<file path="src/rtl/seg_chk_pkg.sv">
package seg_chk_pkg;
   typedef enum logic [1:0] {
      ROUTE_NONE = 2'd0,
      ROUTE_PA   = 2'd1,
      ROUTE_TLB  = 2'd2
   } route_e;
endpackage

</file>
<file path="src/rtl/seg_mode_dec.sv">
module seg_mode_dec
   import seg_chk_pkg::*;
(
   input  logic   pe,
   input  logic   pg,
   input  logic   lma,
   input  logic   cs_long,
   output logic   bypass,
   output route_e route
);
   logic long64;

   always_comb begin
      long64 = pe & lma & cs_long;
      bypass = ~pe | long64;
      // Real mode never pages; protected mode pages when pg is set.
      if (pe && pg) route = ROUTE_TLB;
      else          route = ROUTE_PA;
   end
endmodule

</file>
<file path="src/rtl/seg_perm_eval.sv">
module seg_perm_eval (
   input  logic is_wr,
   input  logic is_ex,
   input  logic seg_rd_ok,
   input  logic seg_wr_ok,
   output logic perm_fault
);
   logic data_rd;

   always_comb begin
      data_rd    = ~is_wr & ~is_ex;
      perm_fault = (is_wr & ~seg_wr_ok) | (data_rd & ~seg_rd_ok);
   end
endmodule

</file>
<file path="src/rtl/seg_bound_eval.sv">
module seg_bound_eval #(
   parameter int ADDR_W = 32,
   parameter int SIZE_W = 4
) (
   input  logic [ADDR_W-1:0] addr,
   input  logic [SIZE_W-1:0] size,
   input  logic [ADDR_W-1:0] base,
   input  logic [ADDR_W-1:0] limit,
   input  logic              xdown,
   output logic              bound_fault
);
   localparam int SUM_W = ADDR_W + 1;

   logic [SUM_W-1:0] end_sum;
   logic [SUM_W-1:0] lim_x;
   logic [SUM_W-1:0] base_x;
   logic             wrapped;
   logic             up_fault;
   logic             dn_fault;

   generate
      if (SIZE_W < SUM_W) begin : g_pad
         assign end_sum = {1'b0, addr} + {{(SUM_W-SIZE_W){1'b0}}, size};
      end else begin : g_nopad
         assign end_sum = {1'b0, addr} + size[SUM_W-1:0];
      end
   endgenerate

   always_comb begin
      lim_x   = {1'b0, limit};
      base_x  = {1'b0, base};
      wrapped = limit < base;
      if (wrapped)
         up_fault = (lim_x < end_sum) && (addr < base);
      else
         up_fault = lim_x < end_sum;
      if (wrapped)
         dn_fault = (addr <= limit) || (end_sum >= base_x);
      else
         dn_fault = (addr <= limit) && (end_sum >= base_x);
      bound_fault = xdown ? dn_fault : up_fault;
   end
endmodule

</file>
<file path="src/rtl/seg_access_check.sv">
module seg_access_check
   import seg_chk_pkg::*;
#(
   parameter int ADDR_W   = 32,
   parameter int MAX_SIZE = 8,
   parameter int ERR_W    = 16,
   parameter int SIZE_W   = $clog2(MAX_SIZE + 1)
) (
   input  logic              clk,
   input  logic              rst_n,
   input  logic              req_vld,
   input  logic [ADDR_W-1:0] req_addr,
   input  logic [SIZE_W-1:0] req_size,
   input  logic              is_wr,
   input  logic              is_ex,
   input  logic [ADDR_W-1:0] seg_base,
   input  logic [ADDR_W-1:0] seg_limit,
   input  logic              seg_rd_ok,
   input  logic              seg_wr_ok,
   input  logic              seg_xdown,
   input  logic              pe,
   input  logic              pg,
   input  logic              lma,
   input  logic              cs_long,
   output logic              rsp_vld,
   output logic              rsp_gp,
   output logic [ERR_W-1:0]  rsp_err,
   output logic              rsp_ok,
   output logic              rsp_to_tlb,
   output logic              rsp_pa_vld,
   output logic [ADDR_W-1:0] rsp_pa
);
   generate
      if (ADDR_W < 8) begin : g_bad_addr
         $error("ADDR_W must be at least 8");
      end
      if (MAX_SIZE < 1) begin : g_bad_size
         $error("MAX_SIZE must be at least 1");
      end
      if (ERR_W < 1) begin : g_bad_err
         $error("ERR_W must be at least 1");
      end
   endgenerate

   logic   bypass;
   route_e route;
   logic   perm_fault;
   logic   bound_fault;
   logic   fault_c;

   seg_mode_dec u_mode (
      .pe      (pe),
      .pg      (pg),
      .lma     (lma),
      .cs_long (cs_long),
      .bypass  (bypass),
      .route   (route)
   );

   seg_perm_eval u_perm (
      .is_wr      (is_wr),
      .is_ex      (is_ex),
      .seg_rd_ok  (seg_rd_ok),
      .seg_wr_ok  (seg_wr_ok),
      .perm_fault (perm_fault)
   );

   seg_bound_eval #(.ADDR_W(ADDR_W), .SIZE_W(SIZE_W)) u_bound (
      .addr        (req_addr),
      .size        (req_size),
      .base        (seg_base),
      .limit       (seg_limit),
      .xdown       (seg_xdown),
      .bound_fault (bound_fault)
   );

   assign fault_c = ~bypass & (perm_fault | bound_fault);

   always_ff @(posedge clk) begin
      if (!rst_n) begin
         rsp_vld    <= 1'b0;
         rsp_gp     <= 1'b0;
         rsp_ok     <= 1'b0;
         rsp_to_tlb <= 1'b0;
         rsp_pa_vld <= 1'b0;
         rsp_pa     <= '0;
      end else begin
         rsp_vld    <= req_vld;
         rsp_gp     <= req_vld & fault_c;
         rsp_ok     <= req_vld & ~fault_c;
         rsp_to_tlb <= req_vld & ~fault_c & (route == ROUTE_TLB);
         rsp_pa_vld <= req_vld & ~fault_c & (route == ROUTE_PA);
         if (req_vld) rsp_pa <= req_addr;
      end
   end

   assign rsp_err = '0;

   a_r1_resp_follows: assert property (@(posedge clk) disable iff (!rst_n)
      req_vld |=> rsp_vld);
   a_r1_resp_idle: assert property (@(posedge clk) disable iff (!rst_n)
      !req_vld |=> !rsp_vld);
   a_r1_one_verdict: assert property (@(posedge clk) disable iff (!rst_n)
      rsp_vld |-> $countones({rsp_gp, rsp_ok}) == 1);
   a_r2_real_pass: assert property (@(posedge clk) disable iff (!rst_n)
      (req_vld && !pe) |=> (rsp_ok && rsp_pa_vld && !rsp_to_tlb));
   a_r3_long_pass: assert property (@(posedge clk) disable iff (!rst_n)
      (req_vld && pe && lma && cs_long) |=> rsp_ok);
   a_r4_write_guard: assert property (@(posedge clk) disable iff (!rst_n)
      (req_vld && pe && !(lma && cs_long) && is_wr && !seg_wr_ok) |=> rsp_gp);
   a_r10_route_excl: assert property (@(posedge clk) disable iff (!rst_n)
      !(rsp_to_tlb && rsp_pa_vld));
   a_r10_pa_copy: assert property (@(posedge clk) disable iff (!rst_n)
      req_vld |=> rsp_pa == $past(req_addr));
endmodule

</file>
<file path="config.mk">
export PLATFORM = sky130hd
export DESIGN_NAME = seg_access_check
export DESIGN_NICKNAME = d
export VERILOG_FILES = /design/src/rtl/seg_chk_pkg.sv /design/src/rtl/seg_mode_dec.sv /design/src/rtl/seg_perm_eval.sv /design/src/rtl/seg_bound_eval.sv /design/src/rtl/seg_access_check.sv
export SDC_FILE = /design/constraint.sdc
export NUM_CORES = 1
export LEC_CHECK = 0
export BUFFER_PORTS_ARGS = -buffer_cell sky130_fd_sc_hd__buf_2
export CORE_MARGIN = 2
export CORE_UTILIZATION = 46
export CTS_CLUSTER_DIAMETER = 30
export DETAILED_ROUTE_END_ITERATION = 10
export PLACE_DENSITY = 0.72
export SETUP_SLACK_MARGIN = 0.4
export SLEW_MARGIN = 10
export SYNTH_ARGS = -nofsm -noshare
export SYNTH_HDL_FRONTEND = slang
export SYNTH_SLANG_ARGS = --single-unit
</file>
<file path="constraint.sdc">
create_clock -name clk -period 6.1 [get_ports clk]
set_input_delay 1.22 -clock clk [delete_from_list [all_inputs] [get_ports clk]]
set_output_delay 1.22 -clock clk [all_outputs]
set_load 0.02 [all_outputs]
</file>
# Yosys cells after proc, flatten, opt, wreduce, memory -nomap -nowiden
# Cells that the tools add are included.
# word_totals
ff_bits	37
latchBits	0
ramBits	0
rom_bits	0
in_bits	112
out_inout_bits	53
mem_count	0
# classes
add_sub_neg	1
mul	0
div_mod_pow	0
magnitude_cmp	5
n_eq_ne	2
n_shift	0
n_mux	4
bitwise_logic	20
n_reduce_logical	4
# op_table
cell	count
$lt A32 B32 Y1	2
$add A32 B4 Y33	1
$ge A33 B32 Y1	1
$lt A32 B33 Y1	1
$le A32 B32 Y1	1
$and A1 B1 Y1	10
$not A1 Y1	7
$logic_and A1 B1 Y1	3
$mux W1	3
$or A1 B1 Y1	3
$eq A2 B1 Y1 const B	1
$eq A2 B2 Y1 const B	1
$mux W2	1
$logic_or A1 B1 Y1	1

# Depth between registers and ports, before layout
# depth
ltp_word	10
ltp_mapped	18

# By module
# A second synthesis with hierarchy kept.
# unflattened
cells_unflattened	733
hier_area_um2	6054.6
# by_module_without_submodules
module	instances	cells_per_inst	area_each_um2	seq_area_each_um2
seg_bound_eval	1	596	4490.6	0.0
seg_access_check	1	132	1524.0	740.7
seg_mode_dec	1	3	21.3	0.0
seg_perm_eval	1	2	18.8	0.0

# Worst setup path after synthesis
# No wires, ideal clock.
# synth_timing
kind	input to register
from	input port req_addr[1]
to	register rsp_gp
t_arrival_ns	4.358
required_time_ns	6.041
slack_ns	1.683
path_stages	18
path_buffers	0
path_cell_list	ha_1 -> a21o_1 -> a21oi_1 -> nor2b_1 -> o211ai_1 -> nor2_1 -> nand2_1 -> or3b_2 -> xnor2_1 -> ha_1 -> nand3_1 -> nor4_1 -> nand2_1 -> a21oi_1 -> nor3_1 -> maj3_2 -> o22ai_2 -> and2_1
# synth_via
elab_chain_len	8
word_cells_on_any_way	14
cone_classes	add/sub: 1; order compare: 4; mux: 3; bitwise: 3; reduce/logical: 3
# synth_rtl
element	line_no	text
from (decl)	seg_access_check.sv:12	input logic [ADDR_W-1:0] req_addr,
$add A32 B4 Y33	seg_bound_eval.sv:23	assign end_sum = {1'b0, addr} + {{(SUM_W-SIZE_W){1'b0}}, size};
$lt A32 B33 Y1 / $ge A33 B32 Y1 (equally long branches)	n/a	
$logic_and A1 B1 Y1, or another cell as far along	seg_bound_eval.sv:34	up_fault = (lim_x < end_sum) && (addr < base);
$mux W1 (on tied branches)	seg_bound_eval.sv:33, seg_bound_eval.sv:37	
$mux W1 *	seg_bound_eval.sv:41	bound_fault = xdown ? dn_fault : up_fault;
$or A1 B1 Y1 *	seg_access_check.sv:77	assign fault_c = ~bypass & (perm_fault | bound_fault);
$and A1 B1 Y1 *	seg_access_check.sv:77	
$and A1 B1 Y1 *	seg_access_check.sv:89	rsp_gp <= req_vld & fault_c;
to (signal assigned)	seg_access_check.sv:89	
to (decl)	seg_access_check.sv:26	output logic rsp_gp,
# Mark *: on every way between the ends. The rest lies on a longest branch, timed or not.
# A chain may end at the register's enable or synchronous reset.

# Worst setup path in the final report
# Same ends and word-level chain as after synthesis.

==> results.yml <==
die:
  dieArea_um2: 13800
  fp.dieW_um: 117
  num_io_pins: 165
  core_area_um2: 12600
  num_rows: 41
  initial_core_util_pct: 47.0
  die_y_um: 117
cts:
  tritoncts: "built"
  postCtsHoldBufs: 0
  cts_root_buf: "clkbuf_16"
  cts_buffer_depth: 2
  post_cts_buffers: 0
  cts-resized-gates: 0
  cts.clk_slew.worst_paths_ns: 0.06
  clock_sinks: 37
  cts_buffers: 5
  h-tree-depth: 2
  worstSkewPairLatency_ns: 0.30
final_layout:
  insertedDiodeCount: 0
  nNetsFinal: 1156
  finalNonFillerCells: 1055
  drive_gt1_share_pct: 18.5
  final_common_cell: "ha_1"
  syn_to_final_growth_pct: 17.5
  layout_common_cells: "161 x ha_1, 148 x buf_2, 97 x inv_1, 58 x a21oi_1, 45 x nand2_1"
logic_synthesis:
  netlist_area_um2: 5910
  yosys_register_bits: 37
  postSynthAreaPerCell_um2: 8.03
  synth_cells: 735
  yosysSeqAreaShare_pct: 12.5
  yosys_warnings: 0
  synth_edf_count: 0
  ys_types: 52
  async_flop_share_pct: 0
  yosys_most_used_dff: "dfxtp_1"
route:
  antenna_left: 0
  num_vias: 5611
  drc: 0
  drt_wl_total_um: 16300
  drt-vias-per-instance: 5.32
  routedWlPerCell_um: 15.5
  drt_iter0_drc: 167
  firstDrtPassIters: 5
placed_design:
  pre_cts_ws_ns: 0.916
  dp_hpwl_um: 13800
  gp_congestion: 0.899
  port_buffers: 148
  placed_cells: 1047
worst_setup_path:
  cp-end-kind: "register"
  slowest_stage: "nor4_1"
  start_kind: "input pin"
  cpPeakStageDelay_ns: 0.53
  crit_path_cell_trace: "buf_2 > ha_1 > a21o_1 > a21oi_1 > nor2b_1 > o211ai_1 > nor2_1 > nand2_1 > nor4_1 > xnor2_1 > ha_1 > nand3_1 > nor4_1 > nand2_1 > a21oi_1 > nor3_1 > maj3_2 > o22ai_2 > and2_1"
  critPathRequiredTime_ns: 6.34
  worstPathMaxFanout: 6
  arrival_ns: 5.13
  critical_path_class: "in -> reg"
grt:
  grt.overflow.total: 0
  grt.total_usage_pct: 23.7
  antenna_found_initial: 0
  grt_pass1_wl_um: 26700
  grt_pass1_vias: 5519
  grt_max_degree: 34
timing:
  fmax_mhz: 204
  fin_skew_ns: 0
  slew_violations: 0
  period_minus_slack_ns: 4.89
  setup_ws_ns: 1.21
  final_hold_viol_count: 0
  min_period_over_period_pct: 80.2
  rsz0062_at_grt: "no"
  slew_headroom_pct: 26.4
  setup_viol: 0
  worst_slew_pin_slew_ns: 1.10
  tns_ns: 0
status:
  status: "finished clean"
hold_path:
  hp-class: "reg -> reg"
job:
  maxCapViolations: 0
power_and_ir_drop:
  powerDensity_nw_per_um2: 144
  p_leak_uw: 0.00377
  peakVddDrop_uv: 135
where the power goes:
part           internal [µW]  leakage, µW  switching [µW]
Clock                    194    0.0000810             114
Sequential               256     0.000305            6.15
Combinational            177      0.00339             249
cell families after synthesis:
logic type / Yosys count / synth area share, %
XOR/XNOR: 36 / 5.34
adder cells (fa/ha/maj): 163 / 34.6
buffers and inverters: 120 / 8.64
other: 1 / 0.0635
AO/OA/AOI/OAI: 142 / 14.8
flip-flops: 37 / 12.5
AND/OR/NAND/NOR: 204 / 18.5
multiplexers: 32 / 5.42
cells in the mapped netlist, types with 8 or more instances:
master	instances	share of area, %
dfxtp_1	37	13
and4_1	12	1.8
o21ai_0	29	2.5
inv_1	97	6.2
ha_1	161	34
a211oi_1	10	1.3
nand2_1	45	2.9
nor2_1	31	2.0
nor2b_1	37	3.9
nand3_1	24	2.0
nor3_1	8	0.68
xor2_1	17	2.5
mux2i_1	32	5.4
a21oi_1	58	4.9
a21o_1	9	1.1
xnor2_1	19	2.8
buf_4	16	2.0
nand4_1	23	2.4
sequential cells by signal, indices dropped and copies added, names as in the netlist:
register	cells
rsp_to_tlb	1
rsp_vld	1
rsp_gp	1
rsp_pa	32
rsp_ok	1
rsp_pa_vld	1
per-stage QoR:
step / utilization [%] / power [µW] / cell area (µm²) / hold slack (ns)
6_report: 55.2 / 996 / 6940 / 0.509
5_1_grt: 55.2 / 1080 / 6940 / 0.539
4_1_cts: 55.2 / 1000 / 6940 / 0.515
3_5_place_dp: 53.9 / 693 / 6770 / 0.497
3_3_place_gp: 53.9 / 685 / 6770 / 0.490
2_1_floorplan: - / 549 / 5960 / 0.589
worst max-delay path: cells and delay by family:
| kind | cells | cell delay, ns |
|---|---|---|
| buf+inv | 1 | 0.14 |
| simple gates | 9 | 2.02 |
| xor+xnor | 1 | 0.13 |
| compound gates | 5 | 0.68 |
| fa+ha+maj | 3 | 0.93 |
per-layer routing:
| layer | global-route usage [%] | vias up | routed length [µm] |
|---|---|---|---|
| li1 | - | 2896 | - |
| met1 | 30.8 | 2541 | 7500 |
| met2 | 40.6 | 149 | 7800 |
| met3 | 3.65 | 25 | 766 |
| met4 | 6.78 | 0 | 272 |
| met5 | 0 | - | 0 |
cell type report:
| type | count | area [µm²] |
|---|---|---|
| Clock buffer | 6 | 129 |
| Inverter | 97 | 364 |
| Tap cell | 172 | 215 |
| Multi-Input combinational cell | 593 | 4710 |
| Sequential cell | 37 | 741 |
| Clock inverter | 2 | 38.8 |
| Fill cell | 1231 | 5630 |
| Timing Repair Buffer | 148 | 741 |
final timing paths:
path | endpoint | slack, ns | start | depth (start not counted)
max reg2reg | rsp_pa[13] | 5.47 | rsp_pa[13] | 2
min reg2reg | rsp_pa[15] | 0.51 | rsp_pa[15] | 2
max | rsp_gp | 1.21 | req_addr[1] | 19
min | rsp_pa[15] | 0.51 | rsp_pa[15] | 2
Power figures use the tool's default switching activity.
